[config.mk]
export PLATFORM = sky130hd
export DESIGN_NAME = irq_aggregator
export DESIGN_NICKNAME = d
export VERILOG_FILES = /design/src/rtl/irq_agg_pkg.sv /design/src/rtl/irq_host_decode.sv /design/src/rtl/irq_pending_bank.sv /design/src/rtl/irq_mask_regs.sv /design/src/rtl/irq_line_drive.sv /design/src/rtl/irq_aggregator.sv
export SDC_FILE = /design/constraint.sdc
export NUM_CORES = 1
export LEC_CHECK = 0
export ABC_AREA = 1
export ABC_CLOCK_PERIOD_IN_PS = 1100
export BUFFER_PORTS_ARGS = -buffer_cell sky130_fd_sc_hd__buf_2
export CAP_MARGIN = 20
export CORE_MARGIN = 4
export CORE_UTILIZATION = 25
export CTS_CLUSTER_DIAMETER = 150
export CTS_CLUSTER_SIZE = 12
export DETAILED_ROUTE_END_ITERATION = 6
export GPL_TIMING_DRIVEN = 0
export PLACE_DENSITY_LB_ADDON = 0.15
export SLEW_MARGIN = 20
export SYNTH_ARGS = -nofsm -noshare
export SYNTH_HDL_FRONTEND = slang
export SYNTH_SLANG_ARGS = --single-unit
export TNS_END_PERCENT = 1
[constraint.sdc]
create_clock -name clk -period 1.1 [get_ports clk]
set_input_delay 0.11 -clock clk [delete_from_list [all_inputs] [get_ports clk]]
set_output_delay 0.11 -clock clk [all_outputs]
set_load 0.02 [all_outputs]
[src/rtl/irq_agg_pkg.sv]
// Shared port map and strobe bundle for the interrupt aggregator.
// Assumes a 3-bit host address space with one byte per access.
package irq_agg_pkg;

    localparam int unsigned ADDR_W = 3;

    typedef enum logic [ADDR_W-1:0] {
        PORT_PMASK = 3'd0,
        PORT_SMASK = 3'd1,
        PORT_PSTAT = 3'd2,
        PORT_SSTAT = 3'd3,
        PORT_PACK  = 3'd4,
        PORT_SACK  = 3'd5,
        PORT_RSV6  = 3'd6,
        PORT_RSV7  = 3'd7
    } port_e;

    typedef struct packed {
        logic pmask_we;
        logic smask_we;
        logic pack_we;
    } wr_strobe_t;

endpackage

[src/rtl/irq_host_decode.sv]
// Turns a host write into per-register strobes.
// Assumes at most one write per cycle; unknown or read-only ports yield no strobe.
module irq_host_decode
    import irq_agg_pkg::*;
(
    input  logic              wr_en,
    input  logic [ADDR_W-1:0] wr_addr,
    output wr_strobe_t        strobe
);

    // Decode the write address into one-hot strobes.
    always_comb begin
        strobe = '0;
        if (wr_en) begin
            case (port_e'(wr_addr))
                PORT_PMASK: strobe.pmask_we = 1'b1;
                PORT_SMASK: strobe.smask_we = 1'b1;
                PORT_PACK:  strobe.pack_we  = 1'b1;
                default:    strobe = '0;
            endcase
        end
    end

endmodule

[src/rtl/irq_pending_bank.sv]
// Pending request register: device posts set bits, while device clears and
// host acknowledges remove them, and removal wins. Also exposes the next state.
// Assumes ack numbers at or above VEC_W address no bit.
module irq_pending_bank #(
    parameter int unsigned VEC_W = 8,
    parameter int unsigned ACK_W = 4
) (
    input  logic             clk,
    input  logic             rst_n,
    input  logic [VEC_W-1:0] post_vec,
    input  logic [VEC_W-1:0] clr_vec,
    input  logic             ack_we,
    input  logic [ACK_W-1:0] ack_num,
    output logic [VEC_W-1:0] pend_d,
    output logic [VEC_W-1:0] pend_q
);

    logic [VEC_W-1:0] ack_hit;

    for (genvar i = 0; i < VEC_W; i++) begin : g_bit
        // Match the acknowledge number against this bit position.
        assign ack_hit[i] = ack_we && (ack_num == ACK_W'(i));
        // Next value of this bit: set by post, removed by clear or ack.
        assign pend_d[i] = (pend_q[i] | post_vec[i]) & ~clr_vec[i] & ~ack_hit[i];
    end

    // Register the pending set.
    always_ff @(posedge clk) begin
        if (!rst_n) pend_q <= '0;
        else        pend_q <= pend_d;
    end


    post_sets_chk: assert property (@(posedge clk) disable iff (!rst_n)
        (post_vec != '0 && (post_vec & clr_vec) == '0 && !ack_we)
        |=> ((pend_q & $past(post_vec)) == $past(post_vec)));


    clr_wins_chk: assert property (@(posedge clk) disable iff (!rst_n)
        (clr_vec != '0) |=> ((pend_q & $past(clr_vec)) == '0));


    ack_clears_chk: assert property (@(posedge clk) disable iff (!rst_n)
        (ack_we && ack_num < ACK_W'(VEC_W)) |=> !pend_q[$past(ack_num)]);


    ack_high_ignored_chk: assert property (@(posedge clk) disable iff (!rst_n)
        (ack_we && ack_num >= ACK_W'(VEC_W) && clr_vec == '0)
        |=> ((pend_q & $past(pend_q)) == $past(pend_q)));

endmodule

[src/rtl/irq_mask_regs.sv]
// Holds the primary enable set (stored as the complement of the written mask)
// and the raw secondary mask. Assumes the strobes are mutually exclusive.
module irq_mask_regs #(
    parameter int unsigned VEC_W = 8
) (
    input  logic             clk,
    input  logic             rst_n,
    input  logic             pmask_we,
    input  logic             smask_we,
    input  logic [VEC_W-1:0] wr_data,
    output logic [VEC_W-1:0] en_d,
    output logic [VEC_W-1:0] en_q,
    output logic [VEC_W-1:0] smask_q
);

    // Next enable set: complement of a primary mask write, else hold.
    assign en_d = pmask_we ? ~wr_data : en_q;

    // Register the enable set.
    always_ff @(posedge clk) begin
        if (!rst_n) en_q <= '0;
        else        en_q <= en_d;
    end

    // Register the secondary mask exactly as written.
    always_ff @(posedge clk) begin
        if (!rst_n)        smask_q <= '0;
        else if (smask_we) smask_q <= wr_data;
    end


    en_inverted_chk: assert property (@(posedge clk) disable iff (!rst_n)
        pmask_we |=> (en_q == ~$past(wr_data)));


    smask_isolated_chk: assert property (@(posedge clk) disable iff (!rst_n)
        !pmask_we |=> $stable(en_q));


    smask_raw_chk: assert property (@(posedge clk) disable iff (!rst_n)
        smask_we |=> (smask_q == $past(wr_data)));

endmodule

[src/rtl/irq_line_drive.sv]
// Registers the request line from the next pending and enable values, so the
// line moves on the same edge as the state. Assumes both inputs are next-state.
module irq_line_drive #(
    parameter int unsigned VEC_W = 8
) (
    input  logic             clk,
    input  logic             rst_n,
    input  logic [VEC_W-1:0] pend_d,
    input  logic [VEC_W-1:0] en_d,
    output logic             irq_q
);

    logic [VEC_W-1:0] live;

    assign live = pend_d & en_d;

    // Register whether any enabled request will be pending.
    always_ff @(posedge clk) begin
        if (!rst_n) irq_q <= 1'b0;
        else        irq_q <= |live;
    end

endmodule

[src/rtl/irq_aggregator.sv]
// Top level: a host byte port, device post and clear vectors, and one level
// request line. Assumes one host write per cycle and a combinational read path.
module irq_aggregator
    import irq_agg_pkg::*;
#(
    parameter int unsigned VEC_W = 8,
    parameter int unsigned ACK_W = 4
) (
    input  logic              clk,
    input  logic              rst_n,
    input  logic              wr_en,
    input  logic [ADDR_W-1:0] wr_addr,
    input  logic [VEC_W-1:0]  wr_data,
    input  logic [ADDR_W-1:0] rd_addr,
    output logic [VEC_W-1:0]  rd_data,
    input  logic [VEC_W-1:0]  post_vec,
    input  logic [VEC_W-1:0]  clr_vec,
    output logic              irq_o
);

    wr_strobe_t       strobe;
    logic [VEC_W-1:0] pend_d, pend_q;
    logic [VEC_W-1:0] en_d, en_q, smask_q;

    irq_host_decode u_dec (
        .wr_en   (wr_en),
        .wr_addr (wr_addr),
        .strobe  (strobe)
    );

    irq_pending_bank #(.VEC_W(VEC_W), .ACK_W(ACK_W)) u_pend (
        .clk      (clk),
        .rst_n    (rst_n),
        .post_vec (post_vec),
        .clr_vec  (clr_vec),
        .ack_we   (strobe.pack_we),
        .ack_num  (wr_data[ACK_W-1:0]),
        .pend_d   (pend_d),
        .pend_q   (pend_q)
    );

    irq_mask_regs #(.VEC_W(VEC_W)) u_mask (
        .clk      (clk),
        .rst_n    (rst_n),
        .pmask_we (strobe.pmask_we),
        .smask_we (strobe.smask_we),
        .wr_data  (wr_data),
        .en_d     (en_d),
        .en_q     (en_q),
        .smask_q  (smask_q)
    );

    irq_line_drive #(.VEC_W(VEC_W)) u_line (
        .clk    (clk),
        .rst_n  (rst_n),
        .pend_d (pend_d),
        .en_d   (en_d),
        .irq_q  (irq_o)
    );

    // Select the host read data by address.
    always_comb begin
        case (port_e'(rd_addr))
            PORT_PMASK: rd_data = ~en_q;
            PORT_SMASK: rd_data = smask_q;
            PORT_PSTAT: rd_data = pend_q;
            default:    rd_data = '0;
        endcase
    end


    irq_level_chk: assert property (@(posedge clk) disable iff (!rst_n)
        irq_o == (|(pend_q & en_q)));


    sack_ignored_chk: assert property (@(posedge clk) disable iff (!rst_n)
        (wr_en && wr_addr == 3'd5 && post_vec == '0 && clr_vec == '0)
        |=> $stable(pend_q));


    reset_state_chk: assert property (@(posedge clk)
        !rst_n |=> (pend_q == '0 && en_q == '0 && smask_q == '0 && !irq_o));

endmodule

==> summary by stage <==
Timing
Dividing the final minimum period by the clock period gives a little over nine tenths. The actual slew at the worst max-slew pin is 489.2 ps. The setup-violating endpoint count in the final report is 0.

The hold violation total from the final report is 0. The max-slew violation total from the final report came to 0. Setup repair after global routing could not meet its margin everywhere. Summed over all failing endpoints, the final setup total negative slack is 0 ps. Setup slack on the critical path of the routed design comes to approximately 47 ps. For this run, the top clock speed supported by timing is approximately 950 MHz. The routed design could run at a clock period as short as between 1000 and 1500 ps.

Clock skew on the completed layout was measured at ~3.8 ps. The tightest slew margin relative to the limit is around 67%.

Worst hold path
In this run the worst hold path is classified as in2reg. The count of cells along the worst hold path is 3.

Die
For this configuration, the core starts out at a cell density of 26.54%. In this run the vertical extent of the chip is around 80 um. The number of cell rows is 25. The placeable core area is just under 5000 sq um. The floorplan die width is 79.97 um.

The overall die area is 6395 sq um. In this run the count of I/O pins placed on the die edge is 42.

Drt
The DRC marker count from the first detailed-route iteration is 64. The detailed-route via count is roughly 1400. The post-detailed-route count of antenna-violating nets is 0. The first TritonRoute pass finished after 4 iterations. In the routed design, unresolved DRC markers number 0. Using the TritonRoute via totals, the vias-per-cell ratio works out to around 4.2. The routed design has a little under 4 mm of wire. The wire length per cell after detailed routing is 11.94 um.

Place
At the end of routability-driven placement, the weighted congestion stood at a little under 0.8. At the placement stage, the worst setup path has a slack of -329.3 ps. The count of buffers added on input and output ports is 41. In this run, placement finished with an instance count of between 300 and 400. The HPWL after detailed placement is about 2.9 mm.

Outcome
The flow ran to the end, and the final reports show no timing, DRC or antenna violations.

Clocking
The clock tree from TritonCTS is built. Clock-pin slew was measured on the worst setup and hold paths at 90 ps. CTS built an H-tree with a depth of 1. The buffer cell driving the clock tree root is clkbuf_8. The hold buffer count at CTS is 0. The number of buffers inserted during clock tree synthesis is 3. The later pin in the worst-skew pair is clocked with a latency of 270 ps. Clock tree synthesis found a total of 25 sinks. The number of buffers on the longest clock path is 2.

Logic synthesis
The count of different cell masters after synthesis is 16. After synthesis, the mean cell area works out to approximately 6.2 sq um. The number of warnings issued by yosys is 0. The portion of the post-synthesis area used by sequential elements is between 30 and 40%. The synthesized netlist net count is roughly 240. The synthesized instance count is 208. The mapped netlist covers approximately 1300 sq um. The synthesized design contains 25 register bits.

Cells and area
In the final layout, the share of cells above drive strength 1 is between 20 and 30%. The library cells used most frequently in the layout, excluding fill and tap cells, are 63 x nand2_1, 34 x nor2_1, 33 x buf_2, 23 x inv_1, 22 x dfxtp_1. After the last flow step, the layout net total stands at 290. The layout overhead on the synthesized area is 38.84%. The most frequent standard cell in the layout excluding fill and tap cells is nand2_1. The count of inserted antenna diode cells is 0.

Excluding fillers, the count of instances in the completed layout stands at between 300 and 400. For this run, the share of the core covered by cells in the final layout is between 30% and 40%.

Pwr
The cell internal power dissipation is 0.001342 W. The power density relative to cell area is between 1000 and 1500 nW/um^2. The combinational power share is between 10% and 20%. The net load switching power is 0.0005117 W.

The peak supply drop is 0.0003739 V. Registers are responsible for just over 50% of the overall power. The leakage power is 0.8641 nW.

The power share of the clock group is 30.2%. The switching share of power is about 28%. The post-route total power is around 0.0019 W.

Worst setup path
The start of the worst register-to-register path is u_pend.pend_q[7]. The largest fanout on the critical path is 8. The setup path with the least slack is of type in2out. The data required time of the critical path is 990 ps. The setup slack of the worst register-to-register path is 80 ps. The endpoint of the most critical setup path is rd_data[1].

At the worst endpoint, the arrival time is about 940 ps. The most critical setup path has its startpoint at rd_addr[1]. The critical path startpoint category is an input pin. The capturing point of the worst reg2reg path is u_line.irq_q. Counting cells, the worst reg-to-reg path comes to 6. The worst setup path is captured at a primary output.

Global route
The via count of the first global-routing pass is 1268. The first global-routing pass estimated approximately 6.1 mm of wire. The initial antenna violation count was 0. For this run the aggregate overflow at the end of global routing stands at 0. Global routing used approximately an eighth of the available tracks across all layers. The pin count of the biggest net entering global routing is 14.

Flow run
Across the run, the number of max-cap violations was 0.
==> logic make-up after synthesis <==
kind of cell	after synthesis	share of synthesized area, %
flip-flops	25	38.65
AND/OR/NAND/NOR	127	39.71
buffers and inverters	28	8.792
AO/OA/AOI/OAI	28	12.85
==> worst max-delay path: stages <==
cell and delay, ps:
buf_2 120, inv_2 80, nand2_2 60, nor2_4 240, nand2_1 90, nand3_1 100
buf_6 120
==> per-stage QoR <==
step,hold slack [ps],cell area [sq um]
2_1_floorplan,244.9,1295
3_3_place_gp,378.9,1584
3_5_place_dp,390.0,1594
4_1_cts,100.9,1712
5_1_grt,114.6,1798
6_report,100.6,1798
==> Yosys cell counts, drive strengths merged <==
cell type / count / area (sq um)
nand2: 66 / 247.7
nor2: 39 / 151.4
dfxtp: 25 / 500.5
inv: 24 / 90.09
nand3: 13 / 65.06
a21oi: 11 / 55.05
o21ai: 11 / 66.32
nor3: 9 / 50.05
o21bai: 6 / 45.04
buf: 2 / 16.26
clkbuf: 1 / 3.750
clkinv: 1 / 3.750
==> how the worst min path moves through the flow <==
stage | start | endpoint | slack [ps]
6_report | wr_data[6] | u_mask.smask_q[6] | 100
5_1_grt | wr_data[4] | u_mask.smask_q[4] | 110
4_1_cts | wr_data[6] | u_mask.smask_q[6] | 100
3_5_place_dp | wr_data[7] | u_mask.smask_q[7] | 390
3_3_place_gp | wr_data[6] | u_mask.smask_q[6] | 380
2_1_floorplan | wr_data[3] | u_mask.smask_q[3] | 240
==> sequential cells by signal, indices dropped and copies added, names as in the netlist <==
| name | flops |
|---|---|
| u_mask.smask_q | 8 |
| u_mask.en_q | 8 |
| u_pend.pend_q | 8 |
| u_line.irq_q | 1 |
==> power by group through the flow <==
stage	sequential, W	clock [W]	combinational, W
after detailed placement	0.000972	0	0.000292
after CTS	0.000952	0.000571	0.000321
after global routing	0.000956	0.000607	0.000383
final	0.000952	0.000560	0.000341
after floorplan	0.000972	0	0.000157
after global placement	0.000973	0	0.000288
==> layout make-up <==
| type | count | area (sq um) |
|---|---|---|
| Clock buffer | 4 | 45.04 |
| Fill cell | 575 | 3082 |
| Buffer | 3 | 22.52 |
| Tap cell | 67 | 83.83 |
| Inverter | 25 | 93.84 |
| Timing Repair Buffer | 44 | 290.3 |
| Sequential cell | 25 | 504.2 |
| Multi-Input combinational cell | 155 | 758.2 |
==> layer usage <==
layer  vias up  routed length, um  GRT usage [%]
met3         2                191          2.257
met4         0                 24          4.054
met1       577               1985          18.03
met5         -                  0              0
met2        28               1656          18.63
li1        752                  -              -
==> timing repair <==
item / 4_1_cts / 5_1_grt
cloned: 0 / 0
pin swaps: 6 / 8
endpoints found under the setup margin: 8 / 9
resized for setup: 11 / 26
setup buffers: 3 / 0
(Power assumes the default switching activity.)
